## src/rtl/shift_fifo_pkg.sv

```systemverilog
package shift_fifo_pkg;
  localparam int unsigned FIFO_DEPTH = 16;
  localparam int unsigned CNT_W      = $clog2(FIFO_DEPTH + 1);
  localparam int unsigned IDX_W      = $clog2(FIFO_DEPTH);
endpackage

```

## src/rtl/shift_fifo_chain.sv

```systemverilog
module shift_fifo_chain
  import shift_fifo_pkg::*;
#(
  parameter int unsigned DATA_W     = 16,
  parameter bit          COLUMN_MAP = 1'b0
) (
  input  logic              clk_i,
  input  logic              shift_i,
  input  logic [DATA_W-1:0] d_i,
  input  logic [IDX_W-1:0]  idx_i,
  output logic [DATA_W-1:0] q_o
);
  // No reset on storage: keeps it mappable to shift-register LUTs.
  if (COLUMN_MAP) begin : g_column
    for (genvar b = 0; b < DATA_W; b++) begin : g_bit
      logic [FIFO_DEPTH-1:0] col_q;
      always_ff @(posedge clk_i) begin
        if (shift_i) col_q <= {col_q[FIFO_DEPTH-2:0], d_i[b]};
      end
      assign q_o[b] = col_q[idx_i];
    end
  end else begin : g_word
    logic [DATA_W-1:0] mem_q [FIFO_DEPTH];
    always_ff @(posedge clk_i) begin
      if (shift_i) begin
        mem_q[0] <= d_i;
        for (int i = 1; i < FIFO_DEPTH; i++) mem_q[i] <= mem_q[i-1];
      end
    end
    assign q_o = mem_q[idx_i];
  end
endmodule

```

## src/rtl/shift_fifo_ctrl.sv

```systemverilog
module shift_fifo_ctrl
  import shift_fifo_pkg::*;
(
  input  logic             clk_i,
  input  logic             rst_ni,
  input  logic             wr_i,
  input  logic             rd_i,
  output logic             shift_o,
  output logic [IDX_W-1:0] rd_idx_o,
  output logic             empty_o,
  output logic             full_o
);
  logic [CNT_W-1:0] cnt_q, cnt_d, last;
  logic             wr_ok, rd_ok;

  assign empty_o = (cnt_q == '0);
  assign full_o  = (cnt_q == CNT_W'(FIFO_DEPTH));
  assign wr_ok   = wr_i & ~full_o;
  assign rd_ok   = rd_i & ~empty_o;
  assign shift_o = wr_ok;

  always_comb begin
    cnt_d = cnt_q;
    if (wr_ok && !rd_ok)      cnt_d = cnt_q + CNT_W'(1);
    else if (rd_ok && !wr_ok) cnt_d = cnt_q - CNT_W'(1);
  end

  always_ff @(posedge clk_i or negedge rst_ni) begin
    if (!rst_ni) cnt_q <= '0;
    else         cnt_q <= cnt_d;
  end

  assign last     = cnt_q - CNT_W'(1);
  assign rd_idx_o = last[IDX_W-1:0];
endmodule

```

## src/rtl/shift_fifo.sv

```systemverilog
module shift_fifo
  import shift_fifo_pkg::*;
#(
  parameter int unsigned DATA_W     = 16,
  parameter bit          COLUMN_MAP = 1'b0
) (
  input  logic              clk_i,
  input  logic              rst_ni,
  input  logic              wr_i,
  input  logic [DATA_W-1:0] wr_data_i,
  input  logic              rd_i,
  output logic [DATA_W-1:0] rd_data_o,
  output logic              empty_o,
  output logic              full_o
);
  logic             shift;
  logic [IDX_W-1:0] rd_idx;

  shift_fifo_ctrl u_ctrl (
    .clk_i    (clk_i),
    .rst_ni   (rst_ni),
    .wr_i     (wr_i),
    .rd_i     (rd_i),
    .shift_o  (shift),
    .rd_idx_o (rd_idx),
    .empty_o  (empty_o),
    .full_o   (full_o)
  );

  shift_fifo_chain #(
    .DATA_W     (DATA_W),
    .COLUMN_MAP (COLUMN_MAP)
  ) u_chain (
    .clk_i   (clk_i),
    .shift_i (shift),
    .d_i     (wr_data_i),
    .idx_i   (rd_idx),
    .q_o     (rd_data_o)
  );
endmodule

```

## config.mk

```make
export PLATFORM = sky130hd
export DESIGN_NAME = shift_fifo
export DESIGN_NICKNAME = d
export VERILOG_FILES = /design/src/rtl/shift_fifo_pkg.sv /design/src/rtl/shift_fifo_chain.sv /design/src/rtl/shift_fifo_ctrl.sv /design/src/rtl/shift_fifo.sv
export SDC_FILE = /design/constraint.sdc
export NUM_CORES = 1
export LEC_CHECK = 0
export CORE_UTILIZATION = 45
export DETAILED_ROUTE_END_ITERATION = 7
export PLACE_DENSITY = 0.64
export SLEW_MARGIN = 20
export SYNTH_ARGS = -nofsm -noshare
export SYNTH_HDL_FRONTEND = slang
export SYNTH_SLANG_ARGS = --single-unit
```

## constraint.sdc

```tcl
create_clock -name clk_i -period 17.1 [get_ports clk_i]
set_input_delay 1.71 -clock clk_i [delete_from_list [all_inputs] [get_ports clk_i]]
set_output_delay 1.71 -clock clk_i [all_outputs]
set_load 0.01 [all_outputs]
```

==> results of run 1 <==
logic make-up (layout without fill, tap and decap cells):
kind of cell	Yosys count	in the layout	synth area share
buffers and inverters	23	92	0.0195
XOR/XNOR	7	7	0.00852
multiplexers	145	145	0.200
adder cells (fa/ha/maj)	3	3	0.00365
flip-flops	261	261	0.760
AND/OR/NAND/NOR	12	12	0.00694
AO/OA/AOI/OAI	4	4	0.00195
registers in the layout, summed over array words and instances, names as in the netlist:
| signal | count |
|---|---|
| u_chain.g_word.mem_q | 256 |
| u_ctrl.cnt_q | 5 |
stage by stage:
step	cells	hold slack (ns)	worst slack (ns)	cell area, sq um	power, W
6_report	804	0.441	11.29	11700	0.00226
5_1_grt	804	0.441	11.05	11700	0.00238
4_1_cts	804	0.440	11.14	11700	0.00230
3_5_place_dp	757	0.428	11.53	10900	0.00178
3_3_place_gp	757	0.425	11.76	10900	0.00176
2_1_floorplan	455	0.421	2.30	10300	0.00152
worst max path at each step:
stage	start	end	slack, ns
6_report	u_ctrl.cnt_q[0]	rd_data_o[8]	11.29
5_1_grt	u_ctrl.cnt_q[0]	rd_data_o[8]	11.05
4_1_cts	u_ctrl.cnt_q[0]	rd_data_o[8]	11.14
3_5_place_dp	wr_i	u_chain.g_word.mem_q[4][6]	11.53
3_3_place_gp	u_ctrl.cnt_q[0]	rd_data_o[8]	11.76
2_1_floorplan	wr_i	u_ctrl.cnt_q[2]	2.30
routing by layer:
metal  vias to the layer above  GRT usage
li1                       1992          -
met1                      2260      0.212
met2                        88      0.213
met3                        27     0.0235
met4                         0     0.0539
met5                         -          0
cell usage in the layout, fill, tap and decap left out, types with 2 or more instances in the layout:
master | netlist | final
inv_1 | 2 | 2
mux2i_1 | 97 | 97
a21oi_1 | 2 | 2
nor2_1 | 3 | 3
clkdlybuf4s50_1 | 0 | 37
inv_6 | 0 | 2
ha_1 | 3 | 2
buf_4 | 2 | 5
clkbuf_1 | 3 | 15
clkbuf_16 | 0 | 27
nand4_1 | 2 | 2
o21ai_0 | 2 | 2
xor2_4 | 1 | 2
edfxtp_1 | 256 | 256
xor2_1 | 4 | 4
nand2_1 | 2 | 2
mux4_2 | 48 | 48
dfrtp_1 | 5 | 4
power breakdown:
group	total [W]	internal (W)	switching (W)
Sequential	0.000903	0.000823	0.0000797
Combinational	0.000840	0.000450	0.000389
Clock	0.000518	0.000297	0.000221
layout make-up:
cell class / instances / area [sq um] / share of cell area
Timing Repair Buffer: 43 / 419 / 0.0360
Sequential cell: 261 / 7820 / 0.671
Multi-Input combinational cell: 171 / 2290 / 0.196
Tap cell: 280 / 350 / 0.0301
Clock buffer: 43 / 746 / 0.0640
Inverter: 2 / 7.51 / 0.000644
Clock inverter: 4 / 26.3 / 0.00225
==> flow_summary.json, run 1 <==
{
  "run_status": "finished clean",
  "yosys.area.top_type_share": 0.748,
  "start_util": 0.465,
  "rr_endpoint": "u_chain.g_word.mem_q[4][6]",
  "clkLatencyLatePin_ns": 0.52,
  "min_to": "u_chain.g_word.mem_q[10][7]",
  "ys_types": 25,
  "fin_nets": 529,
  "cts_tree": "built",
  "worstMarginPinSlew_ns": 1.01,
  "vias_per_cell": 5.43,
  "drtIter0Drc": 279,
  "cts.sinks": 261,
  "period_share": 0.340,
  "maxCapViolCount": 0,
  "critical_path.max_fanout": 47,
  "power.leakage_nw": 4.08,
  "ant_nets": 0,
  "yosys_warnings": 0,
  "wl_met3_um": 618,
  "core_sq_um": 22100,
  "n_antenna_cell": 0,
  "fmax_mhz": 172,
  "drt-total-wl_mm": 16.1,
  "slew_violations": 0,
  "gp_congestion": 0.691,
  "grt_pass1_wl_mm": 26.3,
  "cts_buffers": 27,
  "antenna_found_initial": 0,
  "yosys.cell_count.top_type": "edfxtp_1",
  "h-tree-depth": 1,
  "clk_pin_slew_ns": 0.06,
  "critical_path_class": "reg2out",
  "synth_seq_cells": 261,
  "cpPeakStageDelay_ns": 0.99,
  "r2r_cells": 7,
  "area_delta_synth_final_pct": 13.4,
  "ys_seq_area_frac": 0.760,
  "worst_ep_arrival_time_ns": 4.10,
  "async_flop_share": 0.0192,
  "synth_edf_count": 256,
  "syn_area_per_cell_sq_um": 22.6,
  "ff2ff_setup_slack_ns": 12.49,
  "overflow": 0,
  "hp-start": "u_chain.g_word.mem_q[9][7]",
  "io-pin-count": 38,
  "wl_met1_mm": 7.68,
  "grt_max_degree": 99,
  "setup_violations": 0,
  "syn_inst": 455,
  "track_usage": 0.143,
  "num_vias": 4367,
  "drive_above_1_share": 0.174,
  "max-vdd-ir-drop_uv": 111,
  "cts_root_buffer": "clkbuf_16",
  "synth_area_leaders": "edfxtp_1 (75%), mux4_2 (11%), mux2i_1 (9.4%), buf_6 (1.5%), dfrtp_1 (1.2%)",
  "max_slew_margin": 0.329,
  "crit_family": "buffers and inverters",
  "rows": 54,
  "die_h_um": 153,
  "cp.depth": 7,
  "fin_skew_ns": 0.0119,
  "fillers": 1641,
  "synth.cell_area_sq_um": 10300,
  "rr_startpoint": "u_ctrl.cnt_q[0]",
  "ctsHoldBuffers": 0,
  "syn_nets": 478,
  "wl_met2_mm": 7.40,
  "synth_top_cell_by_area": "edfxtp_1",
  "crit_slowest_cell": "dfrtp_4",
  "post_cts.repair.setup_buffers": 0,
  "utilization": 0.528,
  "place_hpwl_mm": 9.12,
  "grt_pass1_vias": 4709,
  "tns_ns": 0,
  "critPathBufInv": 3,
  "rsz0062_at_grt": "no",
  "cts_max_path_buffers": 3,
  "netlist_top_cells_count": "edfxtp_1 (256), mux2i_1 (97), mux4_2 (48), buf_6 (14), dfrtp_1 (5)",
  "portBuffers": 37,
  "end_kind": "output port",
  "wl_per_cell_um": 20.0,
  "start_kind": "flip-flop",
  "worst_hold_path.num_cells": 0,
  "ys.flop_type": "edfxtp_1",
  "required_ns": 15.39,
  "drcViolationCount": 0,
  "fp.dieArea_sq_um": 23500,
  "hold_path.class": "reg2reg",
  "period_needed_ns": 5.81,
  "top_layer": "met4",
  "die_w_um": 153,
  "first_pass_iters": 4,
  "p_per_area_nw_per_um2": 194,
  "worstPathCellList": "inv_1, ha_2, xor2_4, buf_4, mux4_2, mux2i_1, clkdlybuf4s50_1",
  "cts_resized": 0,
  "hold_violations": 0
}
Power figures use the tool's default switching activity.
==> run 2: changes to the inputs <==
- PLACE_DENSITY: 0.64 -> 0.66
- clock period: 17.1 -> 5.1 ns (I/O delays scaled with it)
==> run 2 against run 1 <==
- combinational power rose to 3.5 times the previous value
- critical path depth shrank 2
- cell area grew 1.7%
- critical endpoint is now rd_data_o[4]
- sequential cell count stayed put
- setup slack worse by 10 ns
- first-iteration DRC count up 39%
- critical path type unchanged
- via count up 1.6%
- sequential power rose to 3.3 times the previous value
- routed wire length grew 0.29%
- die area unchanged
- largest power group unchanged
- hold slack worse by 0.23 ns
==> flow_summary.json, run 2 (synthesis results as in run 1) <==
{
  "run_status": "finished clean",
  "grt_pass1_wl_mm": 26.4,
  "post_cts.repair.setup_buffers": 0,
  "place_hpwl_mm": 8.88,
  "end_kind": "output port",
  "cts_max_path_buffers": 3,
  "power.clock.fraction": 0.256,
  "dp_slack_ns": 1.58,
  "num_vias": 4439,
  "layout_commonest_cell": "edfxtp_1",
  "portBuffers": 37,
  "critPathLaunch": "u_ctrl.cnt_q[0]",
  "fin_ws_ns": 1.05,
  "grt_pass1_vias": 4685,
  "first_pass_iters": 5,
  "cts_buffers": 28,
  "ctsHoldBuffers": 0,
  "drcViolationCount": 0,
  "rows": 54,
  "rsz0062_at_grt": "no",
  "max-vdd-ir-drop_uv": 354,
  "combPwrFrac": 0.366,
  "p_int_w": 0.00555,
  "period_share": 0.793,
  "drive_above_1_share": 0.190,
  "cts.sinks": 261,
  "fmax_mhz": 247,
  "gp_congestion": 0.735,
  "max_slew_margin": 0.294,
  "h-tree-depth": 1,
  "n_antenna_cell": 0,
  "p_sw_frac": 0.299,
  "ant_nets": 0,
  "maxCapViolCount": 0,
  "utilization": 0.536,
  "vias_per_cell": 5.50,
  "worst_ep_arrival_time_ns": 3.54,
  "start_kind": "flip-flop",
  "p_seq_frac": 0.378,
  "power_w": 0.00792,
  "critical_path_class": "reg2out",
  "setup_violations": 0,
  "fp.dieArea_sq_um": 23500,
  "clkLatencyLatePin_ns": 0.53,
  "core_sq_um": 22100,
  "largestRegisters": "u_chain.g_word.mem_q: 256 flops, u_ctrl.cnt_q: 5 flops",
  "switchingPower_w": 0.00237,
  "area_delta_synth_final_pct": 15.3,
  "clk_pin_slew_ns": 0.06,
  "tns_ns": 0,
  "fin_nets": 528,
  "cts_root_buffer": "clkbuf_16",
  "largest_register_ffs": 256,
  "p_per_area_nw_per_um2": 669,
  "slew_violations": 0,
  "fin_skew_ns": 0.0121,
  "required_ns": 4.59,
  "final_cell_mix": "edfxtp_1 (256), mux2i_1 (97), mux4_2 (48)",
  "antenna_found_initial": 0,
  "rr_startpoint": "u_ctrl.cnt_q[0]",
  "ff2ff_setup_slack_ns": 2.43,
  "hold_violations": 0,
  "power.leakage_nw": 4.17,
  "critical_path.max_fanout": 49,
  "track_usage": 0.142,
  "io-pin-count": 38,
  "endpoint": "rd_data_o[4]",
  "grt_max_degree": 198,
  "drtIter0Drc": 389,
  "top_register": "u_chain.g_word.mem_q",
  "worstMarginPinSlew_ns": 1.06,
  "multi_input_area_sq_um": 2300,
  "rr_endpoint": "u_chain.g_word.mem_q[0][7]",
  "die_h_um": 153,
  "overflow": 0,
  "drt-total-wl_mm": 16.1,
  "start_util": 0.465,
  "cts_resized": 0,
  "fillers": 1689,
  "r2r_cells": 5,
  "hold_path.class": "in2async",
  "die_w_um": 153,
  "cts_tree": "built",
  "wl_per_cell_um": 20.0,
  "regArea_sq_um": 7820,
  "period_needed_ns": 4.05
}
==> run 2: cell count changes in the layout (fill, tap and decap cells not counted), sizes merged <==
cell    before  now
bufinv       0    4
inv          4    3
clkbuf      43   33
clkinv       2   14
buf          6    4
==> run 2: metal layers <==
| layer | share of wire | wire length, um | global-route usage | vias up |
|---|---|---|---|---|
| met3 | 0.043 | 691 | 0.0230 | 29 |
| li1 | - | - | - | 2001 |
| met1 | 0.49 | 7920 | 0.218 | 2322 |
| met5 | 0 | 0 | 0 | - |
| met2 | 0.44 | 7170 | 0.205 | 87 |
| met4 | 0.021 | 344 | 0.0495 | 0 |
==> run 2: area by class of cell <==
class	instances	share of cell area
clock buffer	33	0.0625
clock inverter	19	0.0162
inverter	2	0.000845
multi-input combinational	171	0.194
sequential	261	0.660
tap	280	0.0296
timing repair buffer	41	0.0370
==> run 2: critical path, stage by stage, from the launching register on <==
cell and delay, ns:
dfrtp_4 0.80, inv_4 0.06, ha_4 0.80, mux4_2 0.42, mux2i_1 0.28, clkdlybuf4s50_1 0.62
==> run 2: power groups by stage <==
stage               Clock [W]  Combinational [W]  Sequential [W]
finish                0.00203            0.00290         0.00299
global route          0.00216            0.00311         0.00304
CTS                   0.00210            0.00298         0.00300
detailed placement          0            0.00297         0.00304
global placement            0            0.00291         0.00301
floorplan                   0            0.00213         0.00292
==> run 2: metrics by stage <==
step                      instances  hold slack [ns]  instance area, sq um
after global placement          755            0.426                 10900
after detailed placement        755            0.430                 10900
after floorplan                 455            0.214                 10300
final                           807            0.216                 11900
after CTS                       807            0.207                 11900
after global routing            807            0.225                 11900
==> run 2: how the worst min path moves through the flow <==
stage	start	end	slack, ns	cells after the start
2_1_floorplan	rst_ni	u_ctrl.cnt_q[0]	0.21	0
3_3_place_gp	u_chain.g_word.mem_q[12][15]	u_chain.g_word.mem_q[13][15]	0.43	0
3_5_place_dp	u_chain.g_word.mem_q[14][12]	u_chain.g_word.mem_q[15][12]	0.43	0
4_1_cts	rst_ni	u_ctrl.cnt_q[0]	0.21	1
5_1_grt	rst_ni	u_ctrl.cnt_q[3]	0.22	1
6_report	rst_ni	u_ctrl.cnt_q[2]	0.22	1
==> run 3: changes to the inputs <==
- clock period: 5.1 -> 3.6 ns (I/O delays scaled with it)
==> run 3 against run 2 <==
- critical path depth up 2
- sequential share of layout area is 0.41 points higher
- register-to-register slack got worse by 1.3 ns
- core utilization decreased by 0.33 points
- non-clock buffer count up 8
- clock skew rose by 0.0025 ns
- die area unchanged
- via count decreased by 0.52%
- hold slack worse by 0.15 ns
- clock-buffer cell count stayed put
- routed wire length up 2.1%
==> flow_summary.json, run 3 (synthesis results as in run 1) <==
{
  "whs_ns": 0.0703,
  "grt_max_degree": 138,
  "cts_buffers": 27,
  "power_w": 0.0110,
  "portBuffers": 37,
  "setup_violations": 0,
  "fin_skew_ns": 0.0146,
  "ant_nets": 0,
  "antenna_found_initial": 0,
  "die_w_um": 153,
  "p_per_area_nw_per_um2": 930,
  "die_h_um": 153,
  "start_util": 0.465,
  "rr_endpoint": "u_chain.g_word.mem_q[3][12]",
  "period_share": 0.948,
  "critical_path_class": "reg2out",
  "rsz0062_at_grt": "no",
  "period_needed_ns": 3.41,
  "wl_per_cell_um": 20.3,
  "fp.dieArea_sq_um": 23500,
  "place_hpwl_mm": 9.55,
  "track_usage": 0.143,
  "largest_register_ffs": 256,
  "ff2ff_setup_slack_ns": 1.11,
  "r2r_cells": 5,
  "endpoint": "rd_data_o[2]",
  "critPathLaunch": "u_ctrl.cnt_q[1]",
  "cts_max_path_buffers": 3,
  "max_slew_margin": 0.523,
  "clk_pin_slew_ns": 0.06,
  "gp_congestion": 0.735,
  "final_cell_mix": "edfxtp_1 (256), mux2i_1 (97), mux4_2 (48)",
  "drive_above_1_share": 0.188,
  "num_vias": 4416,
  "dp_slack_ns": 0.657,
  "grt_pass1_vias": 4752,
  "hold_violations": 0,
  "power.leakage_nw": 4.14,
  "rows": 54,
  "tns_ns": 0,
  "rr_startpoint": "u_ctrl.cnt_q[1]",
  "fin_nets": 535,
  "area_delta_synth_final_pct": 14.6,
  "max-vdd-ir-drop_uv": 470,
  "worst_ep_arrival_time_ns": 3.05,
  "fmax_mhz": 293,
  "n_antenna_cell": 0,
  "cts_root_buffer": "clkbuf_16",
  "layout_commonest_cell": "edfxtp_1",
  "overflow": 0,
  "core_sq_um": 22100,
  "largestRegisters": "u_chain.g_word.mem_q: 256 flops, u_ctrl.cnt_q: 5 flops",
  "cts_tree": "built",
  "drtIter0Drc": 401,
  "required_ns": 3.24,
  "hold_path.class": "in2async",
  "fillers": 1672,
  "first_pass_iters": 4,
  "maxCapViolCount": 0,
  "slew_violations": 0,
  "fin_ws_ns": 0.186,
  "h-tree-depth": 1,
  "top_register": "u_chain.g_word.mem_q",
  "grt_pass1_wl_mm": 26.5,
  "clkLatencyLatePin_ns": 0.52,
  "drt-total-wl_mm": 16.5,
  "worstMarginPinSlew_ns": 0.716,
  "cts.sinks": 261,
  "start_kind": "flip-flop",
  "io-pin-count": 38,
  "run_status": "finished clean",
  "end_kind": "output port",
  "vias_per_cell": 5.45,
  "critical_path.max_fanout": 7,
  "drcViolationCount": 0
}
run 3: cell types whose count changed in the layout (fill, tap and decap cells not counted), moves of 2 or more:
cell       delta
bufinv_16     -4
clkinv_2      -2
buf_4         +4
buf_12        +2
clkbuf_1      +2
clkinv_1      +2
run 3: where the power goes:
part	leakage [nW]	total [W]	internal, W	switching (W)
Combinational	1.20	0.00436	0.00235	0.00201
Sequential	2.56	0.00416	0.00391	0.000252
Clock	0.376	0.00244	0.00136	0.00107
Total	4.14	0.0110	0.00762	0.00334
run 3: final cells by class:
cell class,count,area [sq um],share of cell area
clock inverter,15,66.3,0.00563
clock buffer,33,698,0.0593
tap,280,350,0.0297
sequential,261,7820,0.664
inverter,2,10.0,0.000850
timing repair buffer,49,544,0.0462
multi-input combinational,171,2290,0.195
run 3: how the worst min path moves through the flow:
stage,start,endpoint,slack [ns],depth (start not counted)
6_report,rst_ni,u_ctrl.cnt_q[3],0.07,1
5_1_grt,rst_ni,u_ctrl.cnt_q[1],0.08,1
4_1_cts,rst_ni,u_ctrl.cnt_q[4],0.06,1
3_5_place_dp,u_chain.g_word.mem_q[13][1],u_chain.g_word.mem_q[14][1],0.43,0
3_3_place_gp,u_chain.g_word.mem_q[12][14],u_chain.g_word.mem_q[13][14],0.43,0
2_1_floorplan,rst_ni,u_ctrl.cnt_q[0],0.06,0
run 3: critical path: stages (launching register included):
cell             delay, ns
dfrtp_1               0.44
inv_1                 0.13
ha_4                  0.19
xor2_4                0.22
buf_6                 0.19
mux4_2                0.53
mux2i_1               0.24
clkdlybuf4s50_1       0.59
run 3: routing by layer:
layer | track usage | wire [um] | vias up
li1 | - | - | 2003
met1 | 0.213 | 8080 | 2311
met2 | 0.217 | 7480 | 76
met3 | 0.0264 | 594 | 26
met4 | 0.0399 | 311 | 0
met5 | 0 | 0 | -
run 3: stage by stage:
stage / instance area (sq um) / cells / utilization
floorplan: 10300 / 455 / -
global placement: 11000 / 761 / 0.497
detailed placement: 11000 / 761 / 0.497
CTS: 11700 / 809 / 0.531
global route: 11800 / 811 / 0.533
finish: 11800 / 811 / 0.533
run 3: timing repair:
item | 4_1_cts | 5_1_grt
gates resized for setup | 0 | 1
buffers inserted | 0 | 1
hold buffers | 0 | 0
setup endpoints to repair | 0 | 1
